$ cat config.mk
export PLATFORM = sky130hd
export DESIGN_NAME = nibport_ctl
export DESIGN_NICKNAME = d
export VERILOG_FILES = /design/src/rtl/nibport_pkg.sv /design/src/rtl/nibport_fsm.sv /design/src/rtl/nibport_regfile.sv /design/src/rtl/nibport_ctl.sv
export SDC_FILE = /design/constraint.sdc
export NUM_CORES = 1
export LEC_CHECK = 0
export BUFFER_PORTS_ARGS = -buffer_cell sky130_fd_sc_hd__buf_2
export CORE_MARGIN = 3
export CORE_UTILIZATION = 55
export CTS_CLUSTER_DIAMETER = 60
export DETAILED_ROUTE_END_ITERATION = 8
export HOLD_SLACK_MARGIN = 0.08
export PLACE_DENSITY = 0.81
export RECOVER_POWER = 25
export SLEW_MARGIN = 30
export SYNTH_ARGS = -nofsm -noshare
export SYNTH_HDL_FRONTEND = slang
export SYNTH_SLANG_ARGS = --single-unit
$ cat constraint.sdc
create_clock -name clk -period 5.1 [get_ports clk]
set_input_delay 1.02 -clock clk [delete_from_list [all_inputs] [get_ports clk]]
set_output_delay 1.02 -clock clk [all_outputs]
set_load 0.05 [all_outputs]
$ cat src/rtl/nibport_pkg.sv
package nibport_pkg;
    localparam int NREGS = 16;
    localparam int DW    = 8;
    localparam int AW    = $clog2(NREGS);
    localparam int NW    = DW / 2;

    localparam logic [2:0] CMD_END = 3'b111;
    localparam logic [2:0] CMD_WA  = 3'b010;
    localparam logic [2:0] CMD_RA  = 3'b110;
    localparam logic [2:0] CMD_DAT = 3'b000;

    localparam int OFS_ISR  = 10;
    localparam int OFS_IMR  = 11;
    localparam int OFS_CMD1 = 12;
    localparam int OFS_CMD2 = 13;

    localparam int B_TXEN = 4;
    localparam int B_RXEN = 5;
    localparam int B_RST  = 6;

    typedef enum logic [1:0] {
        ST_IDLE,
        ST_WADDR,
        ST_WDONE,
        ST_RADDR
    } pst_t;
endpackage

$ cat src/rtl/nibport_fsm.sv
module nibport_fsm
    import nibport_pkg::*;
(
    input  logic          clk,
    input  logic          rst_n,
    input  logic          host_wr,
    input  logic [DW-1:0] host_data,
    output logic          wr_en,
    output logic [AW-1:0] wr_addr,
    output logic          wr_hi,
    output logic [NW-1:0] wr_nib,
    output logic          rd_act,
    output logic [AW-1:0] rd_addr,
    output logic          rd_hi,
    output logic          buf_we,
    output logic [DW-1:0] buf_byte
);
    typedef struct packed {
        pst_t          st;
        logic [AW-1:0] addr;
        logic          hi;
        logic [NW-1:0] val;
        logic          vv;
        logic [NW-1:0] lo;
        logic          lov;
        logic          bwe;
        logic [DW-1:0] bbyte;
    } fsm_t;

    fsm_t q, d;
    logic          wr_c;
    logic [2:0]    cmd;
    logic          hb;
    logic [NW-1:0] nib;

    assign cmd = host_data[DW-1 -: 3];
    assign hb  = host_data[NW];
    assign nib = host_data[NW-1:0];

    always_comb begin
        d       = q;
        d.bwe   = 1'b0;
        wr_c    = 1'b0;
        if (host_wr) begin
            case (cmd)
                CMD_END: begin
                    d.st  = ST_IDLE;
                    d.vv  = 1'b0;
                    d.lov = 1'b0;
                end
                CMD_WA: begin
                    if (q.st == ST_WADDR) begin
                        d.val = nib;
                        d.vv  = 1'b1;
                    end else begin
                        d.st   = ST_WADDR;
                        d.addr = nib[AW-1:0];
                        d.hi   = hb;
                        d.vv   = 1'b0;
                        d.lov  = 1'b0;
                    end
                end
                CMD_RA: begin
                    d.st   = ST_RADDR;
                    d.addr = nib[AW-1:0];
                    d.hi   = hb;
                    d.vv   = 1'b0;
                    d.lov  = 1'b0;
                end
                CMD_DAT: begin
                    case (q.st)
                        ST_WADDR: begin
                            if (q.vv) begin
                                wr_c = 1'b1;
                                d.st = ST_WDONE;
                                d.vv = 1'b0;
                            end
                        end
                        ST_IDLE: begin
                            if (!hb) begin
                                d.lo  = nib;
                                d.lov = 1'b1;
                            end else if (q.lov) begin
                                d.bwe   = 1'b1;
                                d.bbyte = {nib, q.lo};
                                d.lov   = 1'b0;
                            end
                        end
                        default: ;
                    endcase
                end
                default: ;
            endcase
        end
    end

    always_ff @(posedge clk) begin
        if (!rst_n) begin
            q <= '{st: ST_IDLE, default: '0};
        end else begin
            q <= d;
        end
    end

    assign wr_en    = wr_c;
    assign wr_addr  = q.addr;
    assign wr_hi    = q.hi;
    assign wr_nib   = q.val;
    assign rd_act   = (q.st == ST_RADDR);
    assign rd_addr  = q.addr;
    assign rd_hi    = q.hi;
    assign buf_we   = q.bwe;
    assign buf_byte = q.bbyte;

    // a buffer strobe never lasts two cycles
    p_bufwe_pulse_r6: assert property (@(posedge clk) disable iff (!rst_n)
        buf_we |=> !buf_we);

    // a commit happens only on a command-free host byte
    p_commit_strobe_r2: assert property (@(posedge clk) disable iff (!rst_n)
        wr_en |-> (host_wr && host_data[DW-1 -: 3] == CMD_DAT));

    // a repeated write-address byte never commits and keeps the offset
    p_repeat_addr_r4: assert property (@(posedge clk) disable iff (!rst_n)
        (host_wr && host_data[DW-1 -: 3] == CMD_WA && q.st == ST_WADDR)
        |-> (!wr_en ##1 $stable(wr_addr)));
endmodule

$ cat src/rtl/nibport_regfile.sv
module nibport_regfile
    import nibport_pkg::*;
(
    input  logic          clk,
    input  logic          rst_n,
    input  logic          wr_en,
    input  logic [AW-1:0] wr_addr,
    input  logic          wr_hi,
    input  logic [NW-1:0] wr_nib,
    input  logic          ev_tx_ok,
    input  logic          ev_tx_err,
    input  logic          ev_rx_ok,
    input  logic [AW-1:0] rd_addr,
    input  logic          rd_hi,
    output logic [NW-1:0] rd_nib,
    output logic [DW-1:0] isr,
    output logic [DW-1:0] imr,
    output logic [DW-1:0] cmd1,
    output logic [DW-1:0] cmd2
);
    typedef struct packed {
        logic [NREGS-1:0][DW-1:0] r;
    } rf_t;

    rf_t q, d;

    always_comb begin
        d = q;
        if (wr_en) begin
            if (wr_hi) d.r[wr_addr][DW-1:NW] = wr_nib;
            else       d.r[wr_addr][NW-1:0]  = wr_nib;
        end
        d.r[OFS_ISR][0] = d.r[OFS_ISR][0] | ev_tx_ok;
        d.r[OFS_ISR][1] = d.r[OFS_ISR][1] | ev_tx_err;
        d.r[OFS_ISR][2] = d.r[OFS_ISR][2] | ev_rx_ok;
        if (q.r[OFS_CMD1][B_RST]) begin
            d.r[OFS_ISR] = '0;
            d.r[OFS_CMD1][B_RST:B_TXEN] = '0;
        end
    end

    always_ff @(posedge clk) begin
        if (!rst_n) q <= '0;
        else        q <= d;
    end

    assign rd_nib = rd_hi ? q.r[rd_addr][DW-1:NW] : q.r[rd_addr][NW-1:0];
    assign isr    = q.r[OFS_ISR];
    assign imr    = q.r[OFS_IMR];
    assign cmd1   = q.r[OFS_CMD1];
    assign cmd2   = q.r[OFS_CMD2];

    // the reset bit clears status and enables one clock later
    p_reset_clears_r9: assert property (@(posedge clk) disable iff (!rst_n)
        (cmd1[B_RST] && !wr_en) |=> (isr == '0 && cmd1[B_RST:B_TXEN] == '0));

    // a receive event is recorded unless a clear is pending
    p_event_sets_r8: assert property (@(posedge clk) disable iff (!rst_n)
        (ev_rx_ok && !cmd1[B_RST]) |=> isr[2]);

    // an event wins over a simultaneous host write of the status register
    p_event_vs_write_r11: assert property (@(posedge clk) disable iff (!rst_n)
        (ev_tx_err && wr_en && wr_addr == AW'(OFS_ISR) && !cmd1[B_RST]) |=> isr[1]);
endmodule

$ cat src/rtl/nibport_ctl.sv
module nibport_ctl
    import nibport_pkg::*;
(
    input  logic       clk,
    input  logic       rst_n,
    input  logic       host_wr,
    input  logic [7:0] host_data,
    output logic [7:0] status_out,
    output logic       buf_we,
    output logic [7:0] buf_byte,
    input  logic       ev_tx_ok,
    input  logic       ev_tx_err,
    input  logic       ev_rx_ok,
    output logic       irq,
    output logic       tx_en,
    output logic       rx_en,
    output logic [1:0] accept_mode
);
    logic          wr_en;
    logic [AW-1:0] wr_addr;
    logic          wr_hi;
    logic [NW-1:0] wr_nib;
    logic          rd_act;
    logic [AW-1:0] rd_addr;
    logic          rd_hi;
    logic [NW-1:0] rd_nib;
    logic [DW-1:0] isr, imr, cmd1, cmd2;

    nibport_fsm u_fsm (
        .clk      (clk),
        .rst_n    (rst_n),
        .host_wr  (host_wr),
        .host_data(host_data),
        .wr_en    (wr_en),
        .wr_addr  (wr_addr),
        .wr_hi    (wr_hi),
        .wr_nib   (wr_nib),
        .rd_act   (rd_act),
        .rd_addr  (rd_addr),
        .rd_hi    (rd_hi),
        .buf_we   (buf_we),
        .buf_byte (buf_byte)
    );

    nibport_regfile u_rf (
        .clk      (clk),
        .rst_n    (rst_n),
        .wr_en    (wr_en),
        .wr_addr  (wr_addr),
        .wr_hi    (wr_hi),
        .wr_nib   (wr_nib),
        .ev_tx_ok (ev_tx_ok),
        .ev_tx_err(ev_tx_err),
        .ev_rx_ok (ev_rx_ok),
        .rd_addr  (rd_addr),
        .rd_hi    (rd_hi),
        .rd_nib   (rd_nib),
        .isr      (isr),
        .imr      (imr),
        .cmd1     (cmd1),
        .cmd2     (cmd2)
    );

    assign status_out  = rd_act ? {1'b0, rd_nib, 3'b000} : 8'h00;
    assign irq         = |(isr & imr);
    assign tx_en       = cmd1[B_TXEN];
    assign rx_en       = cmd1[B_RXEN];
    assign accept_mode = cmd2[B_RXEN:B_TXEN];

    // an end byte drops the status lines on the next cycle
    p_end_clears_r5: assert property (@(posedge clk) disable iff (!rst_n)
        (host_wr && host_data[7:5] == CMD_END) |=> (status_out == 8'h00));
endmodule

# [Word level (Yosys, flattened, before mapping)]
# Index checks and enable logic that the tools add are counted.
# W data, S select, Z words.
[totals] ff_bits=154 latchBits=0 ram_bits=0 romBits=0 out_inout_bits=22 wordCells=91 n_memories=0
[op_classes] n_addsub=0 multipliers=0 div_mod_pow=0 n_lt_le_gt_ge=2 n_eq_ne=9 shifts=0 muxes=30 n_bitwise=6 n_reduce_logical=17
[op_table] cell="$bwmux W128" count=2
[op_table] cell="$mux W128" count=1
[op_table] cell="$mux W83" count=1
[op_table] cell="$demux W8 S4" count=2
[op_table] cell="$bmux W8 S4" count=1
[op_table] cell="$mux W9" count=2
[op_table] cell="$mux W8" count=2
[op_table] cell="$reduce_and A5 Y1" count=3
[op_table] cell="$mux W7" count=2
[op_table] cell="$mux W10" count=1
[op_table] cell="$pmux W5 S2" count=1
[op_table] cell="$reduce_and A3 Y1" count=3
[op_table] cell="$and A8 B8 Y8" count=1
[op_table] cell="$mux W1" count=8
[op_table] cell="$mux W4" count=2
[op_table] cell="$pmux W2 S4" count=1
[op_table] cell="$reduce_and A4 Y1" count=2
[op_table] cell="$reduce_or A8 Y1" count=1
[op_table] cell="$eq A3 B3 Y1 const B" count=2
[op_table] cell="$pmux W1 S3" count=2
[op_table] cell="$lt A4 B5 Y1 const B" count=1
[op_table] cell="$ge A4 B1 Y1 const B" count=1
[op_table] cell="$mux W2" count=2
[op_table] cell="$ne A2 B1 Y1 const B" count=2
[op_table] cell="13 further kinds" count=18

# [Longest topological paths before layout]
[depth] depth_word=8 mapped_depth=8

# [Modules after synthesis]
# From an unflattened synthesis, not the netlist that was laid out.
[unflattened] cells_unflattened=850 area_unflattened_um2=7897.6
[modules_own_cells] mod="nibport_regfile" instances=1 cells_per_inst=706 area_per_inst_um2=6557.5 seq_area_each_um2=2562.5
[modules_own_cells] mod="nibport_fsm" instances=1 cells_per_inst=130 area_per_inst_um2=1244.9 seq_area_each_um2=520.5
[modules_own_cells] mod="nibport_ctl" instances=1 cells_per_inst=14 area_per_inst_um2=95.1 seq_area_each_um2=0.0

# [Least setup slack after synthesis]
# OpenSTA, ideal clock, no wires.
[synth_timing] path_type="register to output" from="register u_fsm.q (netlist bit u_fsm.rd_addr[1])" to="output port status_out[3]" arrival_time_ns=2.424 slack_ns=1.656 stages_incl_launch_ff=8 path_buffers=3 path_cell_list="dfxtp_1 -> buf_2 -> buf_4 -> buf_2 -> mux2i_1 -> o221ai_1 -> a211oi_1 -> a211oi_1"
[synth_via] elab_chain_len=4
[synth_lines] element="start, declared" line_no="nibport_fsm.sv:30" text="fsm_t q, d;"
[synth_lines] element="start signal, assigned" line_no="nibport_fsm.sv:99" text="q <= '{st: ST_IDLE, default: '0};"
[synth_lines] element="start signal, assigned" line_no="nibport_fsm.sv:101" text="q <= d;"
[synth_lines] element="$bmux W8 S4" line_no="nibport_regfile.sv:47" text="assign rd_nib = rd_hi ? q.r[rd_addr][DW-1:NW] : q.r[rd_addr][NW-1:0];"
[synth_lines] element="$mux W8 (implied by the code)" line_no="nibport_regfile.sv:47"
[synth_lines] element="$mux W4" line_no="nibport_regfile.sv:47"
[synth_lines] element="$mux W7" line_no="nibport_ctl.sv:64" text="assign status_out = rd_act ? {1'b0, rd_nib, 3'b000} : 8'h00;"
[synth_lines] element="end, declared" line_no="nibport_ctl.sv:8" text="output logic [7:0] status_out,"
# Every way passes these cells. The select of a mux whose other input is x is not followed.

# [Worst setup path after layout]
[layout_timing] from="register u_fsm.q (netlist bit u_fsm.rd_addr[1])" to="output port status_out[5]"
# Same word-level chain as after synthesis.

==> key figures <==
Timing
  – Slew HR: 36.1%
  – Fin Clk Skew: 6.49 ps
  – Peak Freq: 0.268 GHz
  – Worst slew pin tran: 958 ps
  – Max-slew violations: 0
  – Final Hold Fails: 0
  – Final Cycle Share: 73.1%
  – Minimum clock period: 3730 ps
  – RSZ-0062 raised after global routing: false
  – Setup TNS: 0 ps
  – Final setup viols: 0

Layout
  – Antenna cell count: 0
  – P&R area growth vs syn: 8.69%
  – Final non-filler cell total: 926
  – Share of post-route cells with drive strength above 1: 10.6%
  – Nets: 759

Logic synthesis
  – Synth Area in Simple Gates: 13.6%
  – Syn Area/Cell: 9.10 um2
  – Synthesized flop and latch total: 154
  – Post-synth EDFFs: 0
  – Post-Syn Area: 0.00697 mm2
  – Post-synth top area share: 44.2%
  – Synth Instances: 766
  – Asr flop ratio synth: 0%
  – Post-Synth Adder-Cell Area: 0%
  – Yosys warns: 0
  – Synth unique cells: 40
  – Post-synthesis mux area share: 22.3%
  – Synth area leaders: dfxtp_1, mux2i_1, mux4_2
  – Post-synthesis compound-gate area fraction: 13.8%
  – Largest area contributor in the netlist: dfxtp_1
  – Sequential area share after synthesis: 44.2%
  – Largest family of logic cells by synthesized area: multiplexers
  – Main synth FF type: dfxtp_1
  – Synth Area in XOR/XNOR: 0.126%

Global routing
  – Largest net degree at the start of global routing: 96
  – Vias in the first global route: 5,468
  – Total grt overflow: 0
  – GRT Total Usage: 24.5%
  – Initial antenna violation count: 0
  – First-pass GRT wire length: 27,700 um

Clock network
  – Root Driver: clkbuf_16
  – TritonCTS buffer count: 17
  – H-tree levels: 4
  – Gates resized, CTS repair: 0
  – CTS Buffer Depth: 2
  – CTS tree: yes
  – Clk slew on worst S/H paths: 60 ps
  – Number of setup buffers added after CTS: 0
  – Clock Latency Late Sink: 430 ps
  – # hold bufs at CTS: 0
  – Clock tree sinks: 154

Detailed routing
  – Routed via count: 5,705
  – Wire per inst: 18.7 um
  – Pre-antenna DRT Iters: 5
  – Drt initial violations: 534
  – DRT antenna net count: 0
  – DRC viols: 0
  – Vias per cell: 6.16
  – Total wire length: 17,300 um

Floorplanning
  – Die X: 119 um
  – # IOs: 36
  – Initial core utilization: 57.1%
  – Row cnt: 40
  – Full die area: 0.0141 mm2
  – Core area: 0.0122 mm2
  – Die Y: 119 um

Worst setup path
  – Critical Path AT: 2710 ps
  – Critical Path Source Type: flip-flop
  – Critical path peak fanout: 46
  – CP required: 4080 ps
  – Setup CP Type: reg2out
  – Flop-to-flop setup slack: 2080 ps
  – Worst Setup End Kind: primary output

Place
  – HPWL Detailed: 11,200 um
  – Placer congestion estimate: 0.925
  – Dpl cells: 894
  – Port buffer count: 31

Pwr
  – Pleak: 0.00235 uW
  – Pwr per Cell Area: 339 mW/mm2
  – Worst VDD drop: 0.241 mV
  – Total power: 2570 uW

Run
  – Max cap viols: 0

Min path
  – HP Class: reg2reg

Run status
  – Status: finished clean
[metrics by stage]
step,util (%),hold slack [ps],cell area (um2),worst slack (ps)
finish,62.0,471,7580,1370
global route,62.0,500,7580,1260
CTS,62.3,476,7600,1090
detailed placement,57.4,467,7010,1550
global placement,57.4,459,7000,1520
floorplan,-,451,6980,1660
[flip-flops by register name, indices dropped and copies added (netlist names)]
signal,flops
u_fsm.rd_hi,1
u_rf.imr,8
u_rf.isr,8
u_rf.cmd1,8
u_fsm.rd_addr,4
u_fsm.buf_we,1
u_rf.cmd2,8
u_rf.q,96
u_fsm.q,8
u_fsm.wr_nib,4
u_fsm.buf_byte,8
[cell usage in the layout, fill, tap and decap left out, drive strengths merged, types with 4 or more instances in the layout]
cell type and count:
dfxtp 154, nor2 122, mux2i 101, nand2 72
a21oi 69, o21ai 66, clkbuf 37, mux4 24
buf 20, nor2b 9, a211oi 9, nand3 9
a22oi 8, clkinv 8, inv 6, o22ai 4
o221ai 4, a22o 4, conb 4
[power breakdown]
part           total [uW]  internal, uW  leakage [uW]  switching [uW]
Sequential           1220          1210       0.00124            15.4
Combinational        73.8          21.3      0.000819            52.5
Clock                1270           779      0.000293             493
[worst max-delay path, stage by stage (launching register included)]
cell,delay (ps)
dfxtp_4,780
mux4_2,580
and3_1,190
o311ai_1,370
a31oi_1,120
buf_2,240
[cells in the mapped netlist (all sizes together) (6+ instances only)]
cell type  instances
nand3              9
mux4              24
inv                6
o21ai             66
mux2i            101
dfxtp            154
a21oi             69
nand2             72
clkbuf            51
nor2b              9
a22oi              8
nor2             122
a211oi             9
buf               29
[final timing paths]
| path | start | end | cells past startpoint |
|---|---|---|---|
| min reg2reg | u_fsm.q[9] | u_fsm.buf_we | 2 |
| min | u_fsm.q[9] | u_fsm.buf_we | 2 |
| max | u_fsm.rd_addr[1] | status_out[5] | 5 |
| max reg2reg | u_fsm.rd_addr[2] | u_rf.q[58] | 5 |
[layer usage]
layer,GRT usage (%),wire length (um),vias up
met3,6.60,1350,55
met4,10.1,462,0
met1,30.0,6970,2756
met5,0,0,-
met2,40.7,8520,270
li1,-,-,2624
[cell type report]
type	instances	area [um2]
Fill cell	990	4640
Multi-Input combinational cell	529	3480
Sequential cell	154	3090
Clock buffer	20	447
Tap cell	168	210
Timing Repair Buffer	37	176
Clock inverter	12	149
Inverter	6	25.0
[cell families after synthesis]
family                 count (synthesis)
buffers and inverters                 86
AND/OR/NAND/NOR                      227
multiplexers                         125
other                                  1
AO/OA/AOI/OAI                        172
flip-flops                           154
XOR/XNOR                               1
No activity file was read; power rests on OpenSTA's default activity.
